<file path="src/rtl/vd_pkg.sv">
package vd_pkg;
  localparam int unsigned CODE_W = 8;

  typedef enum logic [2:0] {
    ST_IDLE,
    ST_ADDR,
    ST_ACK1,
    ST_WR,
    ST_ACK2,
    ST_RD,
    ST_MACK,
    ST_SKIP
  } bus_st_e;
endpackage

</file>
<file path="src/rtl/vd_line_mon.sv">
module vd_line_mon #(
  parameter int unsigned STAGES = 2
) (
  input  logic clk,
  input  logic rst_n,
  input  logic scl_i,
  input  logic sda_i,
  output logic sda_o,
  output logic scl_rise_o,
  output logic scl_fall_o,
  output logic start_o,
  output logic stop_o
);
  logic [STAGES-1:0] scl_sh, sda_sh;
  logic scl_p, sda_p;
  logic scl_n, sda_n;

  assign scl_n = scl_sh[STAGES-1];
  assign sda_n = sda_sh[STAGES-1];

  always_ff @(posedge clk or negedge rst_n) begin
    if (!rst_n) begin
      scl_sh <= '1;
      sda_sh <= '1;
      scl_p  <= 1'b1;
      sda_p  <= 1'b1;
    end else begin
      scl_sh <= {scl_sh[STAGES-2:0], scl_i};
      sda_sh <= {sda_sh[STAGES-2:0], sda_i};
      scl_p  <= scl_n;
      sda_p  <= sda_n;
    end
  end

  assign sda_o      = sda_n;
  assign scl_rise_o = scl_n & ~scl_p;
  assign scl_fall_o = ~scl_n & scl_p;
  assign start_o    = scl_n & scl_p & sda_p & ~sda_n;
  assign stop_o     = scl_n & scl_p & ~sda_p & sda_n;
endmodule

</file>
<file path="src/rtl/vd_commit.sv">
module vd_commit #(
  parameter int unsigned W = vd_pkg::CODE_W
) (
  input  logic         clk,
  input  logic         rst_n,
  input  logic         commit_i,
  input  logic         wp_i,
  input  logic         load_mode_i,
  input  logic [W-1:0] wdata_i,
  output logic [W-1:0] code_o,
  output logic         prog_o
);
  logic [W-1:0] code_q, code_d;
  logic         prog_q, prog_d;

  always_comb begin
    code_d = code_q;
    prog_d = 1'b0;
    if (commit_i && wp_i) begin
      if (load_mode_i) code_d = wdata_i;
      else             prog_d = 1'b1;
    end
  end

  always_ff @(posedge clk or negedge rst_n) begin
    if (!rst_n) begin
      code_q <= '0;
      prog_q <= 1'b0;
    end else begin
      code_q <= code_d;
      prog_q <= prog_d;
    end
  end

  assign code_o = code_q;
  assign prog_o = prog_q;

  a_r5_protected_no_effect: assert property (@(posedge clk) disable iff (!rst_n)
    (commit_i && !wp_i) |=> ($stable(code_q) && !prog_q));
  a_r4_store_keeps_code: assert property (@(posedge clk) disable iff (!rst_n)
    (commit_i && wp_i && !load_mode_i) |=> ($stable(code_q) && prog_q));
  a_r10_store_single_cycle: assert property (@(posedge clk) disable iff (!rst_n)
    prog_q |=> !prog_q);
endmodule

</file>
<file path="src/rtl/vd_dac_slave.sv">
module vd_dac_slave #(
  parameter int unsigned SYNC_STAGES = 2,
  parameter logic [5:0]  DEV_ID      = 6'b100111
) (
  input  logic       clk,
  input  logic       rst_n,
  input  logic       scl_i,
  input  logic       sda_i,
  input  logic       wp_i,
  output logic       sda_pull_o,
  output logic [7:0] dac_code_o,
  output logic       prog_req_o
);
  import vd_pkg::*;

  localparam int unsigned W     = CODE_W;
  localparam int unsigned CNT_W = $clog2(W + 1);
  localparam logic [CNT_W-1:0] FULL = CNT_W'(W);

  logic [1:0] rst_sync_q;
  logic       rst_ni;

  always_ff @(posedge clk or negedge rst_n) begin
    if (!rst_n) rst_sync_q <= 2'b00;
    else        rst_sync_q <= {rst_sync_q[0], 1'b1};
  end
  assign rst_ni = rst_sync_q[1];

  logic sda_s, rise, fall, start_ev, stop_ev;

  vd_line_mon #(.STAGES(SYNC_STAGES)) u_mon (
    .clk        (clk),
    .rst_n      (rst_ni),
    .scl_i      (scl_i),
    .sda_i      (sda_i),
    .sda_o      (sda_s),
    .scl_rise_o (rise),
    .scl_fall_o (fall),
    .start_o    (start_ev),
    .stop_o     (stop_ev)
  );

  bus_st_e          st_q, st_d;
  logic [CNT_W-1:0] cnt_q, cnt_d;
  logic [W-1:0]     sh_q, sh_d, tx_q, tx_d;
  logic             y_q, y_d, rw_q, rw_d, mack_q, mack_d;
  logic             pull_q, pull_d;
  logic             commit;
  logic [W-1:0]     code;

  always_comb begin
    st_d   = st_q;
    cnt_d  = cnt_q;
    sh_d   = sh_q;
    tx_d   = tx_q;
    y_d    = y_q;
    rw_d   = rw_q;
    mack_d = mack_q;
    pull_d = pull_q;
    commit = 1'b0;
    if (stop_ev) begin
      st_d   = ST_IDLE;
      pull_d = 1'b0;
    end else if (start_ev) begin
      st_d   = ST_ADDR;
      cnt_d  = '0;
      pull_d = 1'b0;
    end else begin
      case (st_q)
        ST_ADDR, ST_WR: begin
          if (rise) begin
            sh_d  = {sh_q[W-2:0], sda_s};
            cnt_d = cnt_q + 1'b1;
          end
          if (fall && cnt_q == FULL) begin
            if (st_q == ST_WR) begin
              st_d   = ST_ACK2;
              pull_d = 1'b1;
            end else if (sh_q[W-1:2] == DEV_ID) begin
              y_d    = sh_q[1];
              rw_d   = sh_q[0];
              st_d   = ST_ACK1;
              pull_d = 1'b1;
            end else begin
              st_d = ST_SKIP;
            end
          end
        end
        ST_ACK1: begin
          if (fall) begin
            cnt_d = '0;
            if (rw_q) begin
              st_d   = ST_RD;
              tx_d   = code;
              pull_d = ~code[W-1];
            end else begin
              st_d   = ST_WR;
              pull_d = 1'b0;
            end
          end
        end
        ST_ACK2: begin
          if (fall) begin
            commit = 1'b1;
            pull_d = 1'b0;
            st_d   = ST_SKIP;
          end
        end
        ST_RD: begin
          if (rise) cnt_d = cnt_q + 1'b1;
          if (fall) begin
            if (cnt_q == FULL) begin
              st_d   = ST_MACK;
              pull_d = 1'b0;
            end else begin
              tx_d   = {tx_q[W-2:0], 1'b0};
              pull_d = ~tx_q[W-2];
            end
          end
        end
        ST_MACK: begin
          if (rise) mack_d = ~sda_s;
          if (fall) begin
            if (mack_q) begin
              st_d   = ST_RD;
              cnt_d  = '0;
              tx_d   = code;
              pull_d = ~code[W-1];
            end else begin
              st_d = ST_SKIP;
            end
          end
        end
        default: ;
      endcase
    end
  end

  always_ff @(posedge clk or negedge rst_ni) begin
    if (!rst_ni) begin
      st_q   <= ST_IDLE;
      cnt_q  <= '0;
      sh_q   <= '0;
      tx_q   <= '0;
      y_q    <= 1'b0;
      rw_q   <= 1'b0;
      mack_q <= 1'b0;
      pull_q <= 1'b0;
    end else begin
      st_q   <= st_d;
      cnt_q  <= cnt_d;
      sh_q   <= sh_d;
      tx_q   <= tx_d;
      y_q    <= y_d;
      rw_q   <= rw_d;
      mack_q <= mack_d;
      pull_q <= pull_d;
    end
  end

  vd_commit #(.W(W)) u_commit (
    .clk         (clk),
    .rst_n       (rst_ni),
    .commit_i    (commit),
    .wp_i        (wp_i),
    .load_mode_i (sh_q[0]),
    .wdata_i     ({sh_q[W-1:1], y_q}),
    .code_o      (code),
    .prog_o      (prog_req_o)
  );

  assign dac_code_o = code;
  assign sda_pull_o = pull_q;

  a_r1_ack_needs_id: assert property (@(posedge clk) disable iff (!rst_ni)
    ($rose(pull_q) && st_q == ST_ACK1) |-> (sh_q[W-1:2] == DEV_ID));
  a_r8_stop_releases: assert property (@(posedge clk) disable iff (!rst_ni)
    stop_ev |=> (!pull_q && st_q == ST_IDLE));
  a_r2_skip_is_quiet: assert property (@(posedge clk) disable iff (!rst_ni)
    (st_q == ST_SKIP && $past(st_q) == ST_SKIP) |-> !pull_q);
  a_r6_first_bit_is_msb: assert property (@(posedge clk) disable iff (!rst_ni)
    (st_q == ST_RD && cnt_q == '0) |-> (pull_q == ~code[W-1]));
endmodule

</file>
<file path="config.mk">
export PLATFORM = sky130hd
export DESIGN_NAME = vd_dac_slave
export DESIGN_NICKNAME = d
export VERILOG_FILES = /design/src/rtl/vd_pkg.sv /design/src/rtl/vd_line_mon.sv /design/src/rtl/vd_commit.sv /design/src/rtl/vd_dac_slave.sv
export SDC_FILE = /design/constraint.sdc
export NUM_CORES = 1
export LEC_CHECK = 0
export ABC_AREA = 1
export BUFFER_PORTS_ARGS = -buffer_cell sky130_fd_sc_hd__clkbuf_2
export CELL_PAD_IN_SITES_DETAIL_PLACEMENT = 2
export CELL_PAD_IN_SITES_GLOBAL_PLACEMENT = 2
export CORE_MARGIN = 2
export CORE_UTILIZATION = 39
export DETAILED_ROUTE_END_ITERATION = 10
export GPL_ROUTABILITY_DRIVEN = 0
export PLACE_DENSITY = 0.83
export SLEW_MARGIN = 20
export SYNTH_ARGS = -nofsm -noshare
export SYNTH_HDL_FRONTEND = slang
export SYNTH_SLANG_ARGS = --single-unit
</file>
<file path="constraint.sdc">
create_clock -name clk -period 2.3 [get_ports clk]
set_clock_uncertainty 0.05 [all_clocks]
set_input_delay 0.46 -clock clk [delete_from_list [all_inputs] [get_ports clk]]
set_output_delay 0.46 -clock clk [all_outputs]
set_load 0.01 [all_outputs]
</file>
Word-level counts from Yosys, hierarchy flattened
Cells that the tools add are included.

Flip-flop bits (word level): 43. Memories: 0. Logic and storage cells: 118. Latch bits: 0. Bits in writable memories: 0. Input bits: 5. Bits in read-only memories: 0.

Add/sub/neg operators: 1. Reductions and logical operators: 15. Multipliers: 0. Bitwise gates (word level): 16. Div/mod/pow operators: 0. Shift operators: 0. Order comparisons: 0. Multiplexer cells: 45. Equality and inequality tests: 26.

Operators by type and width (number): 7-bit 2-to-1 mux (6); 3-bit 2-to-1 mux (11); 4-bit != test, second input constant (7); 7-bit case mux with 3 select lines (1); 4-bit 2-to-1 mux (5); 1-bit 2-to-1 mux (18); 3-bit case mux with 5 select lines (1); 2-bit != test, second input constant (6); 4-bit case mux with 3 select lines (1); 6-bit AND reduction (2); 3-bit == test, second input constant (3); 3-bit != test, second input constant (3); 1-bit inverter (9); 9-bit AND reduction (1); 4-bit AND reduction (2); 8-bit AND reduction (1); 1-bit bitwise AND (7); 7-bit AND reduction (1); 7-bit nonzero test (1); 3-bit by 2-bit == test with 1-bit output, second input constant (2); 6-bit == test, second input constant (1); 5-bit != test, second input constant (1); 1-bit case mux with 5 select lines (1); 4-bit by 1-bit adder with 4-bit output, second input constant (1); other kinds (10) (11).

Logic depth before layout (Yosys ltp)
Gate-level depths: netlist of run 1.

Depth after elaboration: 8. Gate-level depth with buffers: 12.

Modules after synthesis
A second synthesis of run 1 with hierarchy kept.

Cell total of the unflattened synthesis: 271. Area, all modules: 2278.4 µm².

By module, submodules not included: vd_dac_slave (instances 1, cells each 215, area an instance 1685.4 µm²); vd_commit (instances 1, cells each 39, area an instance 394.1 µm²); vd_line_mon (instances 1, cells each 17, area an instance 198.9 µm²).

Worst setup path before layout of run 1
OpenSTA, ideal clock, no wires.

Path type: register to register. Start: reg cnt_q[0]. End: reg st_q[2]. Data arrival time: 1.321 ns. Library setup time: 0.117 ns. Setup slack: 0.812 ns. Period minus slack after synthesis: 1.488 ns. Buffers on the path: 0. Cell stages (with the launch flop): 12. Cells stage by stage: dfrtp_1 > inv_1 > ha_1 > nand2_1 > nor2_1 > nand2_1 > nand3_1 > nand3_1 > nand2_2 > nand2_2 > nand2_1 > nand2_1.

Longest elaborated chain between the ends: 4. Elaborated cells on any way between the ends: 5.

RTL lines: start, declared (line vd_dac_slave.sv:44) `logic [CNT_W-1:0] cnt_q, cnt_d;`; start signal, assigned (line vd_dac_slave.sv:151) `cnt_q <= cnt_d;`; 4-bit == test (*) (line vd_dac_slave.sv:75, vd_dac_slave.sv:112); 1-bit logical AND (line vd_dac_slave.sv:75) `if (fall && cnt_q == FULL) begin`; 4-bit != test (no source line); 7-bit AND reduction (no source line) (*); end signal, assigned (line vd_dac_slave.sv:150) `st_q <= st_d;`; end, declared (line vd_dac_slave.sv:43) `bus_st_e st_q, st_d;`.

Mark *: on every way between the ends. The rest lies on a longest branch, timed or not. A chain may end at the register's enable or synchronous reset.

Final worst setup path of run 1
Start: reg cnt_q[0]. End: reg st_q[0].

Same word-level chain as after synthesis.

==> results of run 1 <==
through the flow:
step / total power (uW) / setup WS (ns)
final: 2808 / 0.3649
after floorplan: 1972 / 0.8124
after global placement: 2167 / 0.4365
after detailed placement: 2230 / 0.3813
after global routing: 3074 / 0.1756
after CTS: 2853 / 0.3426
sequential cells by signal, summed over array words and instances (netlist names):
signal	count
cnt_q	4
mack_q	1
rst_sync_q	2
rw_q	1
sda_pull_o	1
sh_q	8
st_q	3
tx_q	7
u_commit.code_o	8
u_commit.prog_o	1
u_mon.scl_p	1
u_mon.scl_sh	2
u_mon.sda_p	1
u_mon.sda_sh	2
y_q	1
logic make-up (layout without fill, tap and decap cells):
logic type	count (synthesis)	after routing	share of synthesized area, %
other	1	1	0.1736
buffers and inverters	37	54	7.647
AOI/OAI and AO/OA	41	41	10.43
adders and majority gates	2	2	1.159
and+or+nand+nor	134	134	29.03
xor gates and xnor gates	1	1	0.4056
DFF	43	43	50.17
muxes	2	2	0.9849
layout make-up:
type,count,area (sq um)
clock inverter,2,37.54
sequential,43,1085
clock buffer,6,72.57
inverter,31,118.9
multi-input combinational,181,910.9
fill,637,3044
tap,72,90.09
timing repair buffer,15,80.08
metal layers:
| metal | wire length, um | up-vias |
|---|---|---|
| met4 | 72 | 0 |
| met1 | 2596 | 864 |
| li1 | - | 855 |
| met5 | 0 | - |
| met2 | 2796 | 21 |
| met3 | 135 | 6 |
critical path, delay by kind of cell (launching register included):
family                   cells  cell delay (ns)
buffers and inverters        1             0.09
AND/OR/NAND/NOR              9             1.11
flip-flops                   1             0.42
adder cells (fa/ha/maj)      1             0.16
power groups by stage:
stage                     sequential (uW)  combinational, uW  clock [uW]
after CTS                            1150               1090         617
after global routing                 1180               1250         644
after detailed placement             1160               1070           0
after floorplan                      1050                924           0
after global placement               1140               1020           0
final                                1150               1070         592
cell usage in the layout, fill, tap and decap left out, drive strengths merged, types with 2 or more instances in the layout:
master	Yosys	layout
nand2	86	86
nor3	2	2
clkbuf	1	20
dfrtp	37	37
nor2	24	24
inv	31	31
ha	2	2
a21oi	3	3
o21ai	37	37
dfstp	6	6
nand3	18	18
path summary, 6_finish.rpt:
kind / to / slack [ns] / cells after the start
max: st_q[0] / 0.36 / 11
min: u_mon.scl_sh[0] / 0.19 / 1
max reg2reg: st_q[0] / 0.36 / 11
min reg2reg: rst_sync_q[1] / 0.31 / 0
max in group asynchronous: rw_q / 1.29 / 0
min in group asynchronous: u_commit.code_o[0] / 0.36 / 0
==> flow_summary.json, run 1 <==
{
  "synth_area_sq_um": 2160,
  "cts_tree": "done",
  "max_clock_freq_mhz": 516.8,
  "utilization_pct": 44.03,
  "leakage_uw": 0.001150,
  "synth_edf_count": 0,
  "fin_crit_sh_pct": 84.13,
  "cpMaxStageDelayCell": "dfrtp_1",
  "place_area_sq_um": 2275,
  "top_usage_layer": "met2",
  "synth_top_area_share_pct": 42.87,
  "worst-slew-pin-transition_ns": 0.9097,
  "tns_ns": 0,
  "max_stage_delay_ns": 0.42,
  "clockPowerShare_pct": 21.1,
  "synth_most_common_cell": "nand2_1",
  "seq_power_share_pct": 40.8,
  "finalCriticalPeriod_ns": 1.935,
  "async_flop_share_pct": 100.0,
  "grt_pass1_vias": 1979,
  "die_h_um": 78.42,
  "yosysSeqAreaShare_pct": 50.17,
  "start_kind": "flip-flop",
  "rsz0062_at_grt": "false",
  "cp.required_ns": 2.44,
  "stdcell_count": 350,
  "dieArea_sq_um": 6149,
  "max_slew_margin_pct": 39.36,
  "slew_viol_final": 0,
  "cts_buffers": 5,
  "grt_util_met1_pct": 26.77,
  "avgViaCountPerCell": 4.989,
  "io_buffers": 14,
  "holdWs_ns": 0.1930,
  "worstPathCellList": "inv_1, ha_1, nand2_1, nor2_1, nand2_1, nand3_1, nand3_1, nand2_2, nand2_2, nand2_1, nand2_1",
  "ant_nets": 0,
  "p_int_uw": 1620,
  "cap_violations": 0,
  "endpoint_kind": "flip-flop",
  "layout-drive-gt1-share_pct": 22.66,
  "ys_ff_latch": 43,
  "synthFlopType": "dfrtp_1",
  "power.switching_uw": 1188,
  "synth_top_area_cell": "dfrtp_1",
  "design_area_sq_um": 2395,
  "syn_inst": 261,
  "vdd_drop_max_mv": 0.4846,
  "path_clk_slew_ns": 0.08,
  "diodes": 0,
  "hp-class": "input pin to flip-flop",
  "setup_viol": 0,
  "p_sw_share_pct": 42.29,
  "synth_nets": 268,
  "drtIter0Drc": 57,
  "avgSynthCellArea_sq_um": 8.274,
  "grt_usage_pct": 20.98,
  "first_pass_iters": 4,
  "die_w_um": 78.42,
  "coreArea_sq_um": 5439,
  "crit_fanout": 6,
  "totalWireLength_um": 5600,
  "vias": 1746,
  "fp-row-count": 27,
  "grt_remaining_overflow": 0,
  "grt_max_degree": 42,
  "critPathMostFrequentCell": "nand2_1",
  "worstSkewPairLatency_ns": 0.30,
  "antenna_found_initial": 0,
  "io_pins": 15,
  "use_met3_pct": 3.103,
  "drcViolationCount": 0,
  "yosysUniqueCellTypes": 33,
  "comb_power_share_pct": 38.1,
  "use_met2_pct": 36.90,
  "hpwl_um": 4227,
  "p_per_area_nw_per_um2": 1173,
  "hold_path_startpoint": "scl_i",
  "layout.nets": 284,
  "ctsRootBufferMaster": "clkbuf_8",
  "cts_max_level": 2,
  "cts.sinks": 43,
  "area_growth_syn_to_layout_pct": 10.89,
  "crit_arrival_ns": 2.07,
  "r2r_start": "cnt_q[0]",
  "worstSetupStartpoint": "cnt_q[0]",
  "cts_resized": 0,
  "clockBufferDepth": 2,
  "ctsHoldBuffers": 1,
  "hold_viol_final": 0,
  "yosysWarnings": 0,
  "post_cts_buffers": 0,
  "critPathKind": "flip-flop to flip-flop",
  "dp_cells": 341,
  "wl_per_cell_um": 16.00,
  "synth_common_cells": "75 x nand2_1, 37 x dfrtp_1, 25 x inv_1",
  "synth_area_leaders": "dfrtp_1 43%, nand2_1 13%, dfstp_2 7.3%",
  "outcome": "finished clean",
  "initial_core_util_pct": 39.71,
  "grt_pass1_wl_um": 9839
}
No activity file was read; power rests on OpenSTA's default activity.
==> run 2, diff against run 1 <==
Settings changed: CORE_UTILIZATION 39 to 36, PLACE_DENSITY 0.83 to 0.77.
Clock period 2.3 ns to 1.9 ns, I/O delays scaled along.
==> run 2 against run 1 <==
Setup slack worse by 0.19 ns; wire length is 1.8% lower; count of clock-buffer cells in the layout stayed put; sequential power is 20% higher; hold slack worse by 0.084 ns; total power grew 24%; highest routed layer unchanged.
==> flow_summary.json, run 2 (synthesized netlist as in run 1, its figures left out) <==
{
  "grt_usage_pct": 19.13,
  "pre_cts_ws_ns": 0.1382,
  "fin_crit_sh_pct": 90.57,
  "cts_buffers": 5,
  "grt_max_degree": 26,
  "tns_ns": 0,
  "p_int_uw": 2027,
  "setup_viol": 0,
  "finalCriticalPeriod_ns": 1.721,
  "holdWs_ns": 0.1087,
  "ctsRootBufferMaster": "clkbuf_8",
  "cap_violations": 0,
  "critPathKind": "flip-flop to flip-flop",
  "vdd_drop_max_mv": 0.5023,
  "final_cell_mix": "75 x nand2_1, 34 x dfrtp_1, 25 x inv_1, 20 x o21ai_1, 19 x nor2_1",
  "worst_slack_ns": 0.1793,
  "p_sw_share_pct": 41.87,
  "layout-drive-gt1-share_pct": 25.09,
  "hold_viol_final": 0,
  "cts.sinks": 43,
  "hpwl_um": 4088,
  "io_pins": 15,
  "path_delay_family": "flip-flops",
  "worstSkewPairLatency_ns": 0.30,
  "grt_pass1_wl_um": 9584,
  "die_w_um": 81.45,
  "max_slew_margin_pct": 66.12,
  "crit_arrival_ns": 1.90,
  "dieArea_sq_um": 6634,
  "cp_num_buf_inv": 1,
  "antenna_found_initial": 0,
  "grt_remaining_overflow": 0,
  "clockBufferDepth": 2,
  "outcome": "finished clean",
  "initial_core_util_pct": 36.91,
  "first_pass_iters": 4,
  "comb_power_share_pct": 38.1,
  "max_stage_delay_ns": 0.67,
  "cts_tree": "done",
  "nFillCells": 682,
  "die_h_um": 81.45,
  "layout.nets": 289,
  "ant_nets": 0,
  "cpMaxStageDelayCell": "dfrtp_1",
  "area_growth_syn_to_layout_pct": 14.02,
  "wl_per_cell_um": 15.36,
  "crit_fanout": 16,
  "totalWireLength_um": 5499,
  "endpoint_kind": "flip-flop",
  "seq_power_share_pct": 39.7,
  "clockPowerShare_pct": 22.2,
  "grt_pass1_vias": 1914,
  "post_cts_buffers": 0,
  "hp-class": "input pin to flip-flop",
  "max_clock_freq_mhz": 581.1,
  "utilization_pct": 42.09,
  "io_buffers": 14,
  "slew_viol_final": 0,
  "worst-slew-pin-transition_ns": 0.5082,
  "mostFrequentLayoutCell": "nand2_1",
  "rsz0062_at_grt": "false",
  "worstPathCellList": "nand3_4, o21ai_2, nand3_4, inv_4, nand2_2, o21ai_2",
  "leakage_uw": 0.001187,
  "drcViolationCount": 0,
  "start_kind": "flip-flop",
  "multiInputGateArea_sq_um": 910.9,
  "fp-row-count": 28,
  "cts_max_level": 2,
  "p_per_area_nw_per_um2": 1416,
  "avgViaCountPerCell": 4.941,
  "ff_latch_area_sq_um": 1087,
  "drtIter0Drc": 41,
  "power.switching_uw": 1460,
  "vias": 1769,
  "path_clk_slew_ns": 0.08,
  "cp.required_ns": 2.08,
  "diodes": 0,
  "coreArea_sq_um": 5851
}
==> run 2: cell count changes in the layout (fill, tap and decap cells not counted), sizes merged <==
cell      before  now
buf            0    5
clkinvlp       1    0
inv           31   32
==> run 2: routing by layer <==
| metal | vias to the layer above | global-route usage, % | share of wire [%] |
|---|---|---|---|
| met5 | - | 0 | 0 |
| met2 | 21 | 29.59 | 48 |
| li1 | 861 | - | - |
| met4 | 0 | 4.746 | 0.85 |
| met1 | 883 | 27.35 | 49 |
| met3 | 4 | 4.066 | 2.5 |
==> run 2: through the flow <==
| stage | total power [uW] | std cells | instance area [sq um] |
|---|---|---|---|
| 6_report | 3486 | 358 | 2462 |
| 4_1_cts | 3530 | 358 | 2460 |
| 3_3_place_gp | 2658 | 349 | 2328 |
| 2_1_floorplan | 2387 | 261 | 2160 |
| 3_5_place_dp | 2724 | 349 | 2328 |
| 5_1_grt | 3824 | 358 | 2462 |
==> run 2: worst register-to-register path: stages (launching register included) <==
cell	delay (ns)
dfrtp_1	0.67
nand3_4	0.27
o21ai_2	0.24
nand3_4	0.14
inv_4	0.15
nand2_2	0.08
o21ai_2	0.06
==> run 2: repair_timing <==
| action | CTS | global route |
|---|---|---|
| hold buffers | 1 | 0 |
| endpoints found under the setup margin | 0 | 4 |
| resized for setup | 0 | 2 |
| hold endpoints to repair | 2 | 0 |
==> run 2: area by class of cell <==
class | count | area share (%)
flip-flops and latches | 43 | 44.16
inverters | 31 | 4.827
multi-input cells | 181 | 36.99
repair buffers | 20 | 5.285
well taps | 75 | 3.811
clock inverters | 2 | 1.575
clock buffers | 6 | 3.354
==> run 2: power groups by stage <==
stage	clock network, uW	logic (uW)	registers [uW]
6_report	775	1330	1380
3_3_place_gp	0	1270	1390
4_1_cts	791	1350	1390
5_1_grt	839	1560	1420
3_5_place_dp	0	1320	1400
2_1_floorplan	0	1120	1270
==> run 2: worst paths after layout <==
kind	from	end	slack (ns)	cells after the start
worst max-delay path	st_q[0]	tx_q[2]	0.18	6
worst min-delay path	scl_i	u_mon.scl_sh[0]	0.11	1
worst max register to register	st_q[0]	tx_q[2]	0.18	6
worst min register to register	rst_sync_q[1]	cnt_q[1]	0.15	0
max in group asynchronous	rst_sync_q[1]	tx_q[6]	1.18	1
min in group asynchronous	rst_sync_q[1]	cnt_q[1]	0.15	0
